[src/rtl/spec_rename_pkg.sv]
package spec_rename_pkg;
  typedef enum logic [2:0] {
    PH_IDLE,
    PH_COPY,
    PH_PREASN,
    PH_PUBLISH,
    PH_SQUASH
  } phase_e;
endpackage

[src/rtl/spec_rename_free_fifo.sv]
module spec_rename_free_fifo #(
  parameter int DEPTH = 32,
  parameter int TW    = 6,
  parameter int LANES = 4,
  parameter int BASE  = 32,
  localparam int PTRW = $clog2(DEPTH),
  localparam int CNTW = $clog2(DEPTH + 1)
) (
  input  logic             clk_i,
  input  logic             rst_ni,
  input  logic [LANES-1:0] pop_mask_i,
  output logic [TW-1:0]    pop_data_o [LANES],
  input  logic [LANES-1:0] push_mask_i,
  input  logic [TW-1:0]    push_data_i [LANES],
  output logic [CNTW-1:0]  count_o
);
  logic [TW-1:0]   mem_q [DEPTH];
  logic [PTRW-1:0] head_q, tail_q;
  logic [CNTW-1:0] count_q;
  logic [CNTW-1:0] pop_n, push_n;
  logic [PTRW-1:0] pop_pre [LANES];
  logic [PTRW-1:0] push_pre [LANES];

  // lanes are compacted: the k-th set lane takes the k-th entry
  always_comb begin
    pop_n  = '0;
    push_n = '0;
    for (int k = 0; k < LANES; k++) begin
      pop_pre[k]    = pop_n[PTRW-1:0];
      push_pre[k]   = push_n[PTRW-1:0];
      pop_data_o[k] = mem_q[head_q + pop_pre[k]];
      pop_n  = pop_n + CNTW'(pop_mask_i[k]);
      push_n = push_n + CNTW'(push_mask_i[k]);
    end
  end

  always_ff @(posedge clk_i or negedge rst_ni) begin
    if (!rst_ni) begin
      for (int i = 0; i < DEPTH; i++) mem_q[i] <= TW'(BASE + i);
      head_q  <= '0;
      tail_q  <= '0;
      count_q <= CNTW'(DEPTH);
    end else begin
      for (int k = 0; k < LANES; k++)
        if (push_mask_i[k]) mem_q[tail_q + push_pre[k]] <= push_data_i[k];
      head_q  <= head_q + pop_n[PTRW-1:0];
      tail_q  <= tail_q + push_n[PTRW-1:0];
      count_q <= count_q - pop_n + push_n;
    end
  end

  assign count_o = count_q;
endmodule

[src/rtl/spec_rename_seq.sv]
module spec_rename_seq
  import spec_rename_pkg::*;
#(
  parameter int NCHUNK = 8,
  parameter int SW     = 1,
  localparam int CHW   = (NCHUNK > 1) ? $clog2(NCHUNK) : 1
) (
  input  logic           clk_i,
  input  logic           rst_ni,
  input  logic           start_setup_i,
  input  logic           start_squash_i,
  input  logic [SW-1:0]  slot_i,
  output phase_e         phase_o,
  output logic [CHW-1:0] chunk_o,
  output logic [SW-1:0]  slot_o,
  output logic           last_o
);
  phase_e         phase_q;
  logic [CHW-1:0] chunk_q;
  logic [SW-1:0]  slot_q;

  assign last_o = (chunk_q == CHW'(NCHUNK - 1));

  always_ff @(posedge clk_i or negedge rst_ni) begin
    if (!rst_ni) begin
      phase_q <= PH_IDLE;
      chunk_q <= '0;
      slot_q  <= '0;
    end else begin
      case (phase_q)
        PH_IDLE: begin
          chunk_q <= '0;
          if (start_setup_i) begin
            phase_q <= PH_COPY;
            slot_q  <= slot_i;
          end else if (start_squash_i) begin
            phase_q <= PH_SQUASH;
            slot_q  <= slot_i;
          end
        end
        PH_COPY: begin
          chunk_q <= last_o ? '0 : chunk_q + 1'b1;
          if (last_o) phase_q <= PH_PREASN;
        end
        PH_PREASN: begin
          chunk_q <= last_o ? '0 : chunk_q + 1'b1;
          if (last_o) phase_q <= PH_PUBLISH;
        end
        PH_PUBLISH, PH_SQUASH: begin
          chunk_q <= last_o ? '0 : chunk_q + 1'b1;
          if (last_o) phase_q <= PH_IDLE;
        end
        default: phase_q <= PH_IDLE;
      endcase
    end
  end

  assign phase_o = phase_q;
  assign chunk_o = chunk_q;
  assign slot_o  = slot_q;
endmodule

[src/rtl/spec_rename_mgr.sv]
module spec_rename_mgr
  import spec_rename_pkg::*;
#(
  parameter int NUM_ARCH = 32,
  parameter int NUM_PHYS = 64,
  parameter int NUM_THR  = 2,
  parameter int COPY_W   = 4,
  localparam int AW      = $clog2(NUM_ARCH),
  localparam int PW      = $clog2(NUM_PHYS),
  localparam int SW      = (NUM_THR > 1) ? $clog2(NUM_THR) : 1,
  localparam int NCHUNK  = NUM_ARCH / COPY_W,
  localparam int CHW     = (NCHUNK > 1) ? $clog2(NCHUNK) : 1,
  localparam int FREE_D  = NUM_PHYS - NUM_ARCH,
  localparam int CNTW    = $clog2(FREE_D + 1)
) (
  input  logic                clk_i,
  input  logic                rst_ni,
  input  logic                invoke_i,
  input  logic [SW-1:0]       invoke_slot_i,
  input  logic [NUM_ARCH-1:0] create_mask_i,
  input  logic [NUM_ARCH-1:0] use_mask_i,
  input  logic                squash_i,
  input  logic [SW-1:0]       squash_slot_i,
  input  logic                wb_valid_i,
  input  logic [PW-1:0]       wb_phys_i,
  input  logic [SW-1:0]       lk_slot_i,
  input  logic [AW-1:0]       lk_arch_i,
  output logic [PW-1:0]       lk_src_phys_o,
  output logic                lk_src_ready_o,
  output logic [PW-1:0]       lk_dst_phys_o,
  output logic                lk_dst_valid_o,
  output logic [PW-1:0]       mt_phys_o,
  output logic                mt_busy_o,
  output logic                setup_busy_o,
  output logic [NUM_THR-1:0]  thread_live_o,
  output logic [NUM_THR-1:0]  thread_ready_o,
  output logic [CNTW-1:0]     free_count_o
);
  logic [PW-1:0]       mt_q [NUM_ARCH];
  logic [PW-1:0]       lt_q [NUM_THR][NUM_ARCH];
  logic [PW-1:0]       pa_q [NUM_THR][NUM_ARCH];
  logic [NUM_ARCH-1:0] cm_q [NUM_THR];
  logic [NUM_ARCH-1:0] um_q [NUM_THR];
  logic [NUM_THR-1:0]  live_q, ready_q;
  logic [NUM_PHYS-1:0] busy_q;

  phase_e         phase;
  logic [CHW-1:0] chunk;
  logic [SW-1:0]  slot_cur;
  logic           last;

  logic [AW-1:0]     lane_arch [COPY_W];
  logic [COPY_W-1:0] lane_cm;
  logic [PW-1:0]     lane_pa [COPY_W];
  logic [PW-1:0]     lane_lt [COPY_W];
  logic [PW-1:0]     lane_mt [COPY_W];
  logic [COPY_W-1:0] pop_mask, push_mask;
  logic [PW-1:0]     pop_data [COPY_W];

  logic idle, accept_inv, accept_sq;

  assign idle       = (phase == PH_IDLE);
  assign accept_inv = invoke_i && idle && !live_q[invoke_slot_i];
  assign accept_sq  = squash_i && !invoke_i && idle && ready_q[squash_slot_i];

  spec_rename_seq #(.NCHUNK(NCHUNK), .SW(SW)) u_seq (
    .clk_i         (clk_i),
    .rst_ni        (rst_ni),
    .start_setup_i (accept_inv),
    .start_squash_i(accept_sq),
    .slot_i        (accept_inv ? invoke_slot_i : squash_slot_i),
    .phase_o       (phase),
    .chunk_o       (chunk),
    .slot_o        (slot_cur),
    .last_o        (last)
  );

  always_comb begin
    for (int k = 0; k < COPY_W; k++) begin
      lane_arch[k] = AW'(int'(chunk) * COPY_W + k);
      lane_cm[k]   = cm_q[slot_cur][lane_arch[k]];
      lane_pa[k]   = pa_q[slot_cur][lane_arch[k]];
      lane_lt[k]   = lt_q[slot_cur][lane_arch[k]];
      lane_mt[k]   = mt_q[lane_arch[k]];
    end
  end

  assign pop_mask  = (phase == PH_PREASN) ? lane_cm : '0;
  assign push_mask = (phase == PH_SQUASH) ? lane_cm : '0;

  spec_rename_free_fifo #(
    .DEPTH(FREE_D), .TW(PW), .LANES(COPY_W), .BASE(NUM_ARCH)
  ) u_free (
    .clk_i      (clk_i),
    .rst_ni     (rst_ni),
    .pop_mask_i (pop_mask),
    .pop_data_o (pop_data),
    .push_mask_i(push_mask),
    .push_data_i(lane_pa),
    .count_o    (free_count_o)
  );

  always_ff @(posedge clk_i or negedge rst_ni) begin
    if (!rst_ni) begin
      for (int r = 0; r < NUM_ARCH; r++) mt_q[r] <= PW'(r);
      for (int t = 0; t < NUM_THR; t++) begin
        for (int r = 0; r < NUM_ARCH; r++) begin
          lt_q[t][r] <= '0;
          pa_q[t][r] <= '0;
        end
        cm_q[t] <= '0;
        um_q[t] <= '0;
      end
      live_q  <= '0;
      ready_q <= '0;
    end else begin
      if (accept_inv) begin
        live_q[invoke_slot_i] <= 1'b1;
        cm_q[invoke_slot_i]   <= create_mask_i;
        um_q[invoke_slot_i]   <= use_mask_i;
      end
      case (phase)
        PH_COPY:
          for (int k = 0; k < COPY_W; k++) lt_q[slot_cur][lane_arch[k]] <= lane_mt[k];
        PH_PREASN:
          for (int k = 0; k < COPY_W; k++)
            if (lane_cm[k]) pa_q[slot_cur][lane_arch[k]] <= pop_data[k];
        PH_PUBLISH: begin
          for (int k = 0; k < COPY_W; k++)
            if (lane_cm[k]) mt_q[lane_arch[k]] <= lane_pa[k];
          if (last) ready_q[slot_cur] <= 1'b1;
        end
        PH_SQUASH: begin
          for (int k = 0; k < COPY_W; k++)
            if (lane_cm[k]) mt_q[lane_arch[k]] <= lane_lt[k];
          if (last) begin
            live_q[slot_cur]  <= 1'b0;
            ready_q[slot_cur] <= 1'b0;
          end
        end
        default: ;
      endcase
    end
  end

  // writeback clears first; publish sets and squash clears take precedence
  always_ff @(posedge clk_i or negedge rst_ni) begin
    if (!rst_ni) begin
      busy_q <= '0;
    end else begin
      if (wb_valid_i) busy_q[wb_phys_i] <= 1'b0;
      for (int k = 0; k < COPY_W; k++) begin
        if (phase == PH_PUBLISH && lane_cm[k]) busy_q[lane_pa[k]] <= 1'b1;
        if (phase == PH_SQUASH && lane_cm[k])  busy_q[lane_pa[k]] <= 1'b0;
      end
    end
  end

  logic [PW-1:0] src_phys;
  assign src_phys       = lt_q[lk_slot_i][lk_arch_i];
  assign lk_src_phys_o  = src_phys;
  assign lk_src_ready_o = !(um_q[lk_slot_i][lk_arch_i] && busy_q[src_phys]);
  assign lk_dst_phys_o  = pa_q[lk_slot_i][lk_arch_i];
  assign lk_dst_valid_o = cm_q[lk_slot_i][lk_arch_i];
  assign mt_phys_o      = mt_q[lk_arch_i];
  assign mt_busy_o      = busy_q[mt_q[lk_arch_i]];
  assign setup_busy_o   = !idle;
  assign thread_live_o  = live_q;
  assign thread_ready_o = ready_q;
endmodule

[config.mk]
export PLATFORM = sky130hd
export DESIGN_NAME = spec_rename_mgr
export DESIGN_NICKNAME = d
export VERILOG_FILES = /design/src/rtl/spec_rename_pkg.sv /design/src/rtl/spec_rename_free_fifo.sv /design/src/rtl/spec_rename_seq.sv /design/src/rtl/spec_rename_mgr.sv
export SDC_FILE = /design/constraint.sdc
export NUM_CORES = 2
export LEC_CHECK = 0
export BUFFER_PORTS_ARGS = -buffer_cell sky130_fd_sc_hd__buf_2
export CAP_MARGIN = 20
export CELL_PAD_IN_SITES_DETAIL_PLACEMENT = 1
export CELL_PAD_IN_SITES_GLOBAL_PLACEMENT = 1
export CORE_AREA = 5 5 561 563
export DETAILED_ROUTE_END_ITERATION = 16
export DIE_AREA = 0 0 566 568
export PLACE_DENSITY_LB_ADDON = 0.1
export SLEW_MARGIN = 20
export SYNTH_ARGS = -nofsm -noshare
export SYNTH_HDL_FRONTEND = slang
export SYNTH_SLANG_ARGS = --single-unit
export TNS_END_PERCENT = 50
[constraint.sdc]
create_clock -name clk_i -period 6.1 [get_ports clk_i]
set_input_delay 1.22 -clock clk_i [delete_from_list [all_inputs] [get_ports clk_i]]
set_output_delay 1.22 -clock clk_i [all_outputs]
set_load 0.02 [all_outputs]
==> qor.yml <==
status:
  outcome: "completed"
synthesis:
  synth-main-ff-cell: "dfrtp_1"
  yosys-top-cells-count: "1,178 x dfrtp_1, 996 x mux2i_1, 688 x mux4_2, 673 x mux2_2, 615 x nand2_1"
  synth_edf_count: 0
  yosysMostFrequentCell: "dfrtp_1"
  synth_area_leader_cell: "dfrtp_1"
  yosys.area.top_type_share: 0.343
  synth_area_leaders: "dfrtp_1 34%, mux4_2 18%, mux2i_1 12%"
  async_flop_share: 1.00
  netlist_instances: 7297
  synth_seq_cells: 1371
  synth_area_per_cell_um2: 11.8
  yosysWarningCount: 0
  yosysSeqAreaShare: 0.401
  synth.distinct_cells: 84
  synthesis.nets: 7432
  syn_area_mm2: 0.0861
setup_path:
  crit_required_ns: 4.88
  crit_fanout: 32
  worstSetupStartpointType: "input port"
  cp.depth: 14
  ff2ff_path_depth: 14
  path_cells: "buf_8 -> buf_12 -> buf_16 -> mux4_2 -> mux2i_1 -> mux4_2 -> o22ai_2 -> buf_12 -> or2_2 -> o221ai_1 -> a21boi_1 -> a2bb2oi_2 -> buf_4 -> buf_2"
  critPathSlowestCell: "mux4_2"
  critPathKind: "in -> out"
  startpoint: "lk_slot_i"
  cp_top_family: "multiplexers"
  path_buf_inv: 6
  arrival_ns: 4.76
  slowest_delay_ns: 0.54
  cp-end-kind: "output pin"
  crit-reg2reg-launch: "u_seq.slot_o"
power_and_ir_drop:
  p_per_area_mw_per_mm2: 330
  vdd_ir_drop_max_mv: 0.339
  p_leak_nw: 43.5
  finalPower_mw: 33.3
clock_network:
  post-cts-setup-buffers: 0
  cts-htree-levels: 4
  clock-sinks: 1371
  root_buffer: "clkbuf_16"
  cts_tree: "built"
  cts_buffers: 182
  cts.path.max_buffers: 4
  clk_transition_reported_paths_ns: 0.06
  clkLatencyLatePin_ns: 0.89
grt:
  antenna_found_initial: 22
  grt_max_degree: 137
  track_usage: 0.252
  grt_pass1_vias: 71100
  grt_pass1_wl_mm: 585
  globalRouteOverflowTotal: 0
worst_hold_path:
  hp-class: "in -> async"
final_layout:
  design_area_mm2: 0.101
  fillers: 33200
  syn_to_final_growth_pct: 17.3
  final_net_count: 7664
  layout-drive-gt1-share: 0.350
job:
  drv_cap: 0
timing:
  relSlewSlack: 0.206
  finalMaxSlewViolations: 0
  worst_pin_slew_ns: 1.19
  fin_ws_ns: 0.119
  rsz0062_at_grt: "yes"
  min_period_ns: 5.98
  fmax_mhz: 167
  setup_tns_ns: 0
  fin_crit_sh: 0.981
  clock_skew_ns: 0.0973
  hold_viol: 0
  setup_viol: 0
die:
  initial_utilization: 0.279
  die-height_um: 568
  dieArea_mm2: 0.321
  die-width_um: 566
  rows: 204
  boundaryPins: 115
  core_area_mm2: 0.308
drt:
  drc_errors: 0
  viasPerCell: 5.74
  vias: 67700
  first_iter_violations: 5871
  dr.pass1.iters: 6
  wl_per_cell_um: 35.3
  drt-total-wl_mm: 417
  ant_nets: 0
placement:
  place_ws_ns: -0.237
  hpwl_mm: 297
  gp_congestion: 0.912
  portBuffers: 114
  placed_area_mm2: 0.0948
-- through the flow --
stage	utilization	std cells	hold slack (ns)
after floorplan	-	7297	0.461
after global placement	0.307	11500	0.479
after detailed placement	0.307	11500	0.489
after CTS	0.327	11800	0.391
after global routing	0.327	11800	0.422
final	0.327	11800	0.399
-- layer usage --
metal	global-route usage	wire, µm	vias up
met5	0	63	-
met4	0.0717	13800	10
met3	0.0361	20600	565
met2	0.407	194000	2109
met1	0.351	188000	36900
li1	-	-	28100
-- power by group --
| group | switching, mW | internal [mW] | total [mW] | leakage [nW] |
|---|---|---|---|---|
| clock | 4.59 | 6.57 | 11.2 | 3.01 |
| combinational | 6.88 | 4.23 | 11.1 | 22.4 |
| sequential | 0.981 | 10.1 | 11.1 | 18.1 |
-- flip-flops by register name, indices dropped and copies added, names as in the netlist, named ones only --
signal / count
busy_q: 64
thread_live_o: 2
lt_q: 384
cm_q: 64
u_seq.slot_o: 1
u_free.tail_q: 5
pa_q: 384
um_q: 64
u_seq.phase_o: 3
u_free.count_o: 6
mt_q: 192
u_free.mem_q: 192
u_free.head_q: 5
u_seq.chunk_o: 3
-- placed cells by master (no fill, tap or decap), drive strengths merged, types with 18 or more instances in the layout --
cell / n
a221oi: 24
clkbuf: 261
xnor2: 22
clkinv: 50
nor2b: 48
a22oi: 206
o22ai: 159
ha: 39
and3: 21
a211oi: 18
mux2: 673
nand2b: 28
or3: 43
buf: 692
nor2: 497
nand3: 76
o21ai: 444
mux4: 688
nor3: 61
dfstp: 193
inv: 49
mux2i: 996
a21oi: 332
o211ai: 35
nand2: 615
dfrtp: 1178
and2: 28
-- cells by family after synthesis --
| family | share of synthesized area |
|---|---|
| mux | 0.384 |
| compound gates | 0.0897 |
| xor+xnor | 0.00305 |
| flops | 0.401 |
| fa+ha+maj | 0.00869 |
| simple gates | 0.0781 |
| buf+inv | 0.0351 |
-- what timing repair did --
action | CTS | global route
resized for setup | 3 | 11
endpoints found under the setup margin | 191 | 4
cloned | 0 | 0
pin swaps | 1 | 1
hold endpoints to repair | 0 | 0
hold buffers | 0 | 0
-- final cells by class --
class / count / area (µm²) / share of cell area
multi-input combinational: 5235 / 49100 / 0.486
sequential: 1371 / 34600 / 0.342
timing repair buffer: 692 / 5880 / 0.0582
clock buffer: 261 / 5270 / 0.0522
tap: 4120 / 5150 / 0.0511
clock inverter: 73 / 828 / 0.00820
inverter: 47 / 176 / 0.00175
antenna: 7 / 17.5 / 0.000173
-- final timing paths --
kind | slack, ns | end
min in group clk_i | 0.50 | um_q[17]
max in group asynchronous | 4.13 | pa_q[82]
min | 0.40 | u_free.mem_q[81]
max reg2reg | 0.13 | pa_q[8]
min reg2reg | 0.50 | um_q[17]
max | 0.12 | lk_src_ready_o
No activity file was read; power rests on OpenSTA's default activity.
